===== src/rtl/pwrup_pkg.sv =====
package pwrup_pkg;
  typedef enum logic [2:0] {
    ST_IDLE   = 3'd0,
    ST_SETTLE = 3'd1,
    ST_CAL    = 3'd2,
    ST_FSEL   = 3'd3,
    ST_DLL    = 3'd4
  } seq_state_e;

  localparam int unsigned FSEL_W     = 3;
  localparam int unsigned DRV_W      = 3;
  localparam int unsigned OTAP_W     = 4;
  localparam logic [DRV_W-1:0]  DRV_50OHM     = 3'd6;
  localparam logic [OTAP_W-1:0] OTAP_SEL_INIT = 4'd4;
endpackage


===== src/rtl/pwrup_us_timer.sv =====
module pwrup_us_timer #(
  parameter int unsigned CLK_PER_US = 200,
  parameter int unsigned US_W       = 16
) (
  input  logic            clk_i,
  input  logic            rst_ni,
  input  logic            clr_i,
  output logic [US_W-1:0] us_o
);
  logic tick;

  generate
    if (CLK_PER_US > 1) begin : g_pre
      localparam int unsigned PRE_W = $clog2(CLK_PER_US);
      localparam logic [PRE_W-1:0] PRE_LAST = PRE_W'(CLK_PER_US - 1);
      logic [PRE_W-1:0] pre_q;
      assign tick = (pre_q == PRE_LAST);
      always_ff @(posedge clk_i or negedge rst_ni) begin
        if (!rst_ni)     pre_q <= '0;
        else if (clr_i)  pre_q <= '0;
        else if (tick)   pre_q <= '0;
        else             pre_q <= pre_q + 1'b1;
      end
    end else begin : g_nopre
      assign tick = 1'b1;
    end
  endgenerate

  always_ff @(posedge clk_i or negedge rst_ni) begin
    if (!rst_ni)     us_o <= '0;
    else if (clr_i)  us_o <= '0;
    else if (tick)   us_o <= us_o + 1'b1;
  end
endmodule


===== src/rtl/pwrup_rate_map.sv =====
module pwrup_rate_map
  import pwrup_pkg::*;
#(
  parameter int unsigned     RATE_W = 32,
  parameter longint unsigned REF_HZ = 64'd50_000_000
) (
  input  logic [RATE_W-1:0] rate_i,
  output logic [FSEL_W-1:0] code_o,
  output logic              warn_o
);
  localparam int unsigned NTHR = 4;
  logic [NTHR-1:0] ge;
  logic [63:0]     rate_w;

  assign rate_w = 64'(rate_i);

  // thresholds at odd multiples of REF_HZ/2; equality rounds up
  generate
    for (genvar g = 0; g < NTHR; g++) begin : g_thr
      localparam longint unsigned THR = (longint'(2 * g + 1) * REF_HZ) / 2;
      assign ge[g] = (rate_w >= THR);
    end
  endgenerate

  always_comb begin
    if (ge[2])      code_o = FSEL_W'(3);
    else if (ge[1]) code_o = FSEL_W'(2);
    else if (ge[0]) code_o = FSEL_W'(1);
    else            code_o = FSEL_W'(0);
  end

  assign warn_o = ge[3];
endmodule


===== src/rtl/phy_pwrup_seq.sv =====
module phy_pwrup_seq
  import pwrup_pkg::*;
#(
  parameter int unsigned     CLK_PER_US = 200,
  parameter int unsigned     SETTLE_US  = 5,
  parameter int unsigned     CAL_TMO_US = 50,
  parameter int unsigned     DLL_TMO_US = 50_000,
  parameter int unsigned     RATE_W     = 32,
  parameter longint unsigned REF_HZ     = 64'd50_000_000
) (
  input  logic              clk_i,
  input  logic              rst_ni,
  input  logic              pwr_on_req_i,
  input  logic              pwr_off_req_i,
  input  logic [RATE_W-1:0] clk_rate_hz_i,
  input  logic              cal_done_i,
  input  logic              dll_rdy_i,
  output logic              pdb_o,
  output logic              dll_en_o,
  output logic [2:0]        fsel_o,
  output logic [2:0]        drv_type_o,
  output logic              otap_en_o,
  output logic [3:0]        otap_sel_o,
  output logic              busy_o,
  output logic              done_o,
  output logic              err_cal_o,
  output logic              err_dll_o,
  output logic              rate_warn_o
);
  localparam int unsigned MAX_A  = (CAL_TMO_US > SETTLE_US) ? CAL_TMO_US : SETTLE_US;
  localparam int unsigned MAX_US = (DLL_TMO_US > MAX_A) ? DLL_TMO_US : MAX_A;
  localparam int unsigned US_W   = $clog2(MAX_US + 1);

  seq_state_e        state_q, state_d;
  logic [US_W-1:0]   us_cnt;
  logic              timer_clr;
  logic [FSEL_W-1:0] rate_code, code_q;
  logic              rate_warn;
  logic              settle_hit, cal_tmo, dll_tmo;

  pwrup_rate_map #(.RATE_W(RATE_W), .REF_HZ(REF_HZ)) u_rate_map (
    .rate_i (clk_rate_hz_i),
    .code_o (rate_code),
    .warn_o (rate_warn)
  );

  pwrup_us_timer #(.CLK_PER_US(CLK_PER_US), .US_W(US_W)) u_timer (
    .clk_i  (clk_i),
    .rst_ni (rst_ni),
    .clr_i  (timer_clr),
    .us_o   (us_cnt)
  );

  assign settle_hit = (us_cnt == US_W'(SETTLE_US));
  assign cal_tmo    = (us_cnt == US_W'(CAL_TMO_US));
  assign dll_tmo    = (us_cnt == US_W'(DLL_TMO_US));

  always_comb begin
    state_d = state_q;
    unique case (state_q)
      ST_IDLE:   if (pwr_on_req_i) state_d = ST_SETTLE;
      ST_SETTLE: if (settle_hit) state_d = ST_CAL;
      ST_CAL:    if (cal_done_i || cal_tmo) state_d = cal_done_i ? ST_FSEL : ST_IDLE;
      ST_FSEL:   state_d = ST_DLL;
      ST_DLL:    if (dll_rdy_i || dll_tmo) state_d = ST_IDLE;
      default:   state_d = ST_IDLE;
    endcase
  end

  // timer restarts on every stage entry
  assign timer_clr = (state_q == ST_IDLE) || (state_d != state_q);
  assign busy_o    = (state_q != ST_IDLE);

  always_ff @(posedge clk_i or negedge rst_ni) begin
    if (!rst_ni) begin
      state_q     <= ST_IDLE;
      pdb_o       <= 1'b0;
      dll_en_o    <= 1'b0;
      fsel_o      <= '0;
      drv_type_o  <= '0;
      otap_en_o   <= 1'b0;
      otap_sel_o  <= '0;
      done_o      <= 1'b0;
      err_cal_o   <= 1'b0;
      err_dll_o   <= 1'b0;
      rate_warn_o <= 1'b0;
      code_q      <= '0;
    end else begin
      state_q <= state_d;
      unique case (state_q)
        ST_IDLE: begin
          if (pwr_on_req_i) begin
            drv_type_o  <= DRV_50OHM;
            otap_en_o   <= 1'b0;
            otap_sel_o  <= OTAP_SEL_INIT;
            pdb_o       <= 1'b0;
            dll_en_o    <= 1'b0;
            code_q      <= rate_code;
            rate_warn_o <= rate_warn;
            done_o      <= 1'b0;
            err_cal_o   <= 1'b0;
            err_dll_o   <= 1'b0;
          end else if (pwr_off_req_i) begin
            pdb_o       <= 1'b0;
            done_o      <= 1'b1;
            err_cal_o   <= 1'b0;
            err_dll_o   <= 1'b0;
            rate_warn_o <= 1'b0;
          end
        end
        ST_SETTLE: if (settle_hit) pdb_o <= 1'b1;
        ST_CAL: begin
          if (cal_done_i)   fsel_o    <= code_q;
          else if (cal_tmo) err_cal_o <= 1'b1;
        end
        ST_FSEL: dll_en_o <= 1'b1;
        ST_DLL: begin
          if (dll_rdy_i)    done_o    <= 1'b1;
          else if (dll_tmo) err_dll_o <= 1'b1;
        end
        default: ;
      endcase
    end
  end
endmodule


===== config.mk =====
export PLATFORM = sky130hd
export DESIGN_NAME = phy_pwrup_seq
export DESIGN_NICKNAME = d
export VERILOG_FILES = /design/src/rtl/pwrup_pkg.sv /design/src/rtl/pwrup_us_timer.sv /design/src/rtl/pwrup_rate_map.sv /design/src/rtl/phy_pwrup_seq.sv
export SDC_FILE = /design/constraint.sdc
export NUM_CORES = 1
export LEC_CHECK = 0
export ABC_AREA = 1
export BUFFER_PORTS_ARGS = -buffer_cell sky130_fd_sc_hd__buf_4
export CAP_MARGIN = 30
export CORE_ASPECT_RATIO = 1.75
export CORE_MARGIN = 2
export CORE_UTILIZATION = 56
export CTS_CLUSTER_DIAMETER = 40
export DETAILED_ROUTE_END_ITERATION = 10
export PLACE_DENSITY = 0.81
export SLEW_MARGIN = 20
export SYNTH_ARGS = -nofsm -noshare
export SYNTH_HDL_FRONTEND = slang
export SYNTH_HIERARCHICAL = 1
export SYNTH_SLANG_ARGS = --single-unit

===== constraint.sdc =====
create_clock -name clk_i -period 2.45 [get_ports clk_i]
set_input_delay 0.49 -clock clk_i [delete_from_list [all_inputs] [get_ports clk_i]]
set_output_delay 0.49 -clock clk_i [all_outputs]
set_load 0.02 [all_outputs]

==> impl_metrics.toml, run 1 <==
[run_status]
status = "finished, final reports clean"

[place]
dp.cells = 514
place_hpwl_um = 5230
gp_congestion = 0.838
io_buffers = 44

[power_and_ir_drop]
p_clk_share_pct = 31.5
swShare_pct = 33.8
p_switching_mw = 0.674
p_per_area_mw_per_mm2 = 594
comb_power_share_pct = 29.8
internal-power_mw = 1.32
sequentialPowerShare_pct = 38.7
p_leak_nw = 1.67
vdd_drop_max_uv = 546

[setup_path]
critPathMaxFanout = 15
cp.required_ps = 2620
reg2reg_depth = 12
max_stage_delay_ps = 450
cp.arrival_ps = 2330
slowest_stage = "dfrtp_1"
crit_type = "flip-flop to flip-flop"
crit_path_end_kind = "flip-flop"
worstPathCellList = "nor2_1 -> nand2_1 -> nor2_1 -> nand2_1 -> o21bai_1 -> o21ai_0 -> nand3_1 -> clkinv_1 -> nand2_4 -> inv_1 -> nand2_1 -> nor2_1"
r2r_setup_slack_ps = 300
crit_path_start = "u_timer/us_o[13]"
r2r-end = "u_timer/g_pre.pre_q[7]"
start_kind = "flip-flop"
endpoint = "u_timer/g_pre.pre_q[7]"
r2r_start = "u_timer/us_o[13]"

[detailed_routing]
drt-vias-per-instance = 5.28
ant_nets = 0
wl_per_cell_um = 12.7
totalWireLength_um = 6610
drtIter0Drc = 101
via_count = 2749
drcViolationCount = 0
dr.pass1.iters = 5

[global_routing]
met1_usage_pct = 23.5
grt_max_degree = 41
use_met2_pct = 49.3
use_met3_pct = 4.33
grt_overflow = 0
antenna_found_initial = 0
busiest_layer = "met2"
grt_pass1_wl_um = 11300
grt_use_total_pct = 25.1
grt_pass1_vias = 2737

[sta]
period_minus_slack_ps = 2150
finClkSkew_ps = 9.74
fmax_ghz = 0.464
final_hold_viol_count = 0
drv_slew = 0
rsz0062_at_grt = "no"
period_share_pct = 87.9
setup_viol = 0
tns_ps = 0

[floorplanning]
die_y_um = 98.9
rows = 34
die_area_mm2 = 0.00576
io_pins = 56
start_util_pct = 57.9
core_mm2 = 0.00498
die_w_um = 58.2

[final_layout]
nNetsFinal = 507
fill_cells = 438
layout-drive-gt1-share_pct = 25.3
antenna_cells = 0
syn_to_final_growth_pct = 16.5
final_cell_count_no_fill = 521

[yosys]
synth_edf_count = 0
ys.flop_type = "dfrtp_1"
synth-seq-cells = 40
synth.distinct_cells = 38
yosys_warnings = 6
synth_area_mm2 = 0.00288
synthCells = 419
synth_area_per_cell_um2 = 6.88
ys_async_sr_fraction_pct = 100
ys_seq_area_share_pct = 34.7

[clock_tree]
cts_hold_buf = 0
cts_buffer_depth = 2
cts_tree = "done"
htreeDepth = 2
ctsResizeCount = 0
clock_latency_ps = 290
cts_root_buf = "clkbuf_8"
cts_sinks = 40
clk_pin_slew_ps = 80
post_cts_buffers = 0
cts_buffers = 5

[min_path]
hold_path_class = "input pin to async pin"

[job]
maxCapViolCount = 0
-- power by group through the flow --
stage          Combinational (mW)  Sequential, mW  Clock, mW
2_1_floorplan               0.415           0.796          0
4_1_cts                     0.597           0.773      0.635
3_5_place_dp                0.595           0.785          0
3_3_place_gp                0.580           0.780          0
6_report                    0.593           0.772      0.629
5_1_grt                     0.662           0.780      0.663
-- routing by layer --
layer  up-vias  part of all wire, %
met5         -                    0
met4         0                  2.9
met3        16                  3.2
met2        59                   59
met1      1277                   35
li1       1397                    -
-- through the flow --
step	hold WS [ps]	power (mW)	utilization [%]	setup WS (ps)	area, um^2
CTS	180	2.00	67.5	272	3360
detailed placement	456	1.38	64.9	298	3230
global placement	446	1.36	64.9	339	3230
finish	152	1.99	67.5	296	3360
floorplan	194	1.21	-	622	2900
global route	195	2.10	67.5	62.6	3360
-- Yosys cell counts, types with 3 or more instances --
library cell    n  area, um^2
o21ai_0        14        70.1
o21ai_1         4        20.0
o21bai_1        3        22.5
inv_1          47         176
buf_4           8        60.1
nand2_2        10        62.6
nor2_4          4        45.0
nor3_1         10        50.1
dfrtp_1        40        1000
nor2_2         21         131
nand3_1        33         165
nand2_1       104         390
inv_2           9        33.8
nand2_4         4        45.0
a21oi_1        10        50.1
a21oi_2         5        43.8
nor2_1         60         225
nand4_1         6        37.5
-- layout by cell type (no fill, tap or decap), types with 3 or more instances in the layout --
master	count
inv_2	9
o21ai_1	4
nand2_4	4
conb_1	6
nor2_4	4
o21bai_1	3
a21oi_2	5
clkbuf_8	5
inv_1	47
nor3_1	10
nor2_2	21
o21ai_0	14
nand3_1	33
nand2_1	104
dfrtp_1	40
buf_4	47
a21oi_1	10
nor2_1	60
nand2_2	10
nand4_1	6
-- how the worst min path moves through the flow --
stage | to | slack [ps] | depth (start not counted)
2_1_floorplan | code_q[0] | 190 | 0
6_report | u_timer/us_o[9] | 150 | 1
4_1_cts | u_timer/us_o[9] | 180 | 1
5_1_grt | u_timer/us_o[13] | 190 | 1
3_5_place_dp | u_timer/g_pre.pre_q[0] | 460 | 1
3_3_place_gp | u_timer/g_pre.pre_q[0] | 450 | 1
-- registers in the layout (all words and copies together), names as in the netlist --
| register | flops |
|---|---|
| u_timer/us_o | 16 |
| rate_warn_o | 1 |
| code_q | 3 |
| pdb_o | 1 |
| err_dll_o | 1 |
| state_q | 3 |
| fsel_o | 3 |
| dll_en_o | 1 |
| done_o | 1 |
| u_timer/g_pre.pre_q | 8 |
| err_cal_o | 1 |
| drv_type_o | 1 |
-- worst max-delay path: cells and delay by family, from the launching register on --
| family | cells | cell delay (ps) |
|---|---|---|
| compound gates | 2 | 260 |
| buf+inv | 2 | 290 |
| flops | 1 | 450 |
| simple gates | 8 | 1040 |
-- cells by family (layout without fill, tap and decap cells) --
logic type	after synthesis	after routing	synth area share, %
AND/OR/NAND/NOR	263	263	43.4
buffers and inverters	68	112	10.6
AO/OA/AOI/OAI	40	40	8.46
flip-flops	40	40	34.7
adder cells (fa/ha/maj)	2	2	0.868
other	2	6	0.261
XOR/XNOR	2	2	0.608
multiplexers	2	2	1.04
-- layout make-up --
cell class | count | area [um^2] | area share, %
well taps | 54 | 67.6 | 2.01
flip-flops and latches | 40 | 1000 | 29.8
clock buffers | 5 | 68.8 | 2.05
multi-input cells | 315 | 1590 | 47.3
repair buffers | 47 | 353 | 10.5
inverters | 58 | 219 | 6.52
clock inverters | 2 | 60.1 | 1.79
Power figures use the tool's default switching activity.
==> inputs of run 2 (changes only) <==
- CORE_UTILIZATION: 56 -> 58
- CTS_BUF_LIST: unset -> sky130_fd_sc_hd__clkbuf_4 sky130_fd_sc_hd__clkbuf_8
- PLACE_DENSITY: 0.81 -> 0.83
==> impl_metrics.toml, run 2 (synthesized netlist as in run 1, its figures left out) <==
[final_layout]
top_regs = "u_timer/us_o: 16 flops, u_timer/g_pre.pre_q: 8 flops"
final_common_cell = "nand2_1"
syn_to_final_growth_pct = 15.1
largest-register = "u_timer/us_o"
largest_register_ffs = 16
layout-drive-gt1-share_pct = 25.1
fill_cells = 423
nNetsFinal = 506
mostFrequentLayoutCells = "104 x nand2_1, 60 x nor2_1, 47 x inv_1"
design_area_mm2 = 0.00332
antenna_cells = 0

[place]
gp_congestion = 0.866
io_buffers = 44
place_hpwl_um = 5160
place_area_mm2 = 0.00322

[sta]
tns_ps = 0
period_share_pct = 89.1
fmax_ghz = 0.458
drv_slew = 0
rsz0062_at_grt = "no"
final_hold_viol_count = 0
tightest_slew_ps = 505
finClkSkew_ps = 5.29
setup_viol = 0
relSlewSlack_pct = 66.3
period_minus_slack_ps = 2180

[detailed_routing]
drtIter0Drc = 58
drt-vias-per-instance = 5.29
totalWireLength_um = 6490
top_layer = "met4"
wl_per_cell_um = 12.5
wl_met2_um = 3840
met1_length_um = 2310
via_count = 2749
drcViolationCount = 0
wl_met3_um = 180
ant_nets = 0
dr.pass1.iters = 5

[clock_tree]
clock_latency_ps = 300
clk_pin_slew_ps = 80
cts_buffers = 5
cts_tree = "done"
cts_sinks = 40
cts_root_buf = "clkbuf_8"
ctsResizeCount = 0
cts_hold_buf = 0
cts_buffer_depth = 2
htreeDepth = 2
post_cts_buffers = 0

[min_path]
hold_path_class = "input pin to async pin"

[floorplanning]
rows = 34
die_area_mm2 = 0.00557
start_util_pct = 58.9
die_y_um = 97.3
die_w_um = 57.3
io_pins = 56
core_mm2 = 0.00489

[global_routing]
antenna_found_initial = 0
grt_pass1_vias = 2654
grt_overflow = 0
grt_pass1_wl_um = 11000
grt_max_degree = 41
grt_use_total_pct = 25.0

[setup_path]
critPathMaxFanout = 15
crit_type = "flip-flop to flip-flop"
crit_path_end_kind = "flip-flop"
start_kind = "flip-flop"
worstPathCellList = "nor2_1 -> nand2_1 -> nor2_1 -> nand2_1 -> o21bai_1 -> o21ai_0 -> nand3_1 -> clkinv_1 -> nand2_4 -> inv_1 -> nand2_1 -> nor2_1"
slowest_stage = "dfrtp_1"
max_stage_delay_ps = 450
cp.arrival_ps = 2370
cp.required_ps = 2640

[power_and_ir_drop]
vdd_drop_max_uv = 401
finalPower_mw = 1.84
p_leak_nw = 1.65
p_per_area_mw_per_mm2 = 555

[run_status]
status = "finished, final reports clean"

[job]
maxCapViolCount = 0
[run 2: cell types whose count changed in the layout (fill, tap and decap cells not counted)]
cell       change
buf_4          -1
clkbuf_8       +2
bufinv_16      -2
[run 2: area by class of cell]
cell class              count  area [um^2]  share of cell area, %
inverters                  58          219                   6.60
flip-flops and latches     40         1000                   30.2
well taps                  54         67.6                   2.04
repair buffers             46          345                   10.4
multi-input cells         315         1590                   47.9
clock buffers               7         96.3                   2.90
[run 2: worst paths after layout]
kind	cells past startpoint	slack, ps	endpoint	startpoint
max	12	270	u_timer/g_pre.pre_q[7]	u_timer/us_o[13]
min	1	150	u_timer/us_o[10]	rst_ni
max reg2reg	12	270	u_timer/g_pre.pre_q[7]	u_timer/us_o[13]
min reg2reg	1	470	u_timer/g_pre.pre_q[0]	u_timer/g_pre.pre_q[0]
max in group asynchronous	1	1940	state_q[2]	rst_ni
min in group clk_i	2	390	err_dll_o	dll_rdy_i
[run 2: critical path: cells and delay by family, from the launching register on]
kind,cells,cell delay (ps)
DFF,1,450
buffers and inverters,2,290
and+or+nand+nor,8,1050
AOI/OAI and AO/OA,2,290
[run 2: through the flow]
stage	utilization [%]	setup slack, ps	hold slack, ps	std cells
after floorplan	-	622	194	423
after global placement	65.9	334	446	513
after detailed placement	65.9	277	454	513
after CTS	67.9	263	176	520
after global routing	67.9	46.0	200	520
final	67.9	267	153	520
[run 2: per-layer routing]
metal | vias up | global-route usage [%]
li1 | 1404 | -
met1 | 1281 | 24.3
met2 | 53 | 48.1
met3 | 11 | 3.73
met4 | 0 | 12.7
met5 | - | 0
[run 2: report_power, final]
group,switching [mW],total [mW],leakage [nW],internal (mW)
logic,0.394,0.592,1.06,0.197
registers,0.0497,0.772,0.539,0.722
clock network,0.227,0.478,0.0503,0.251
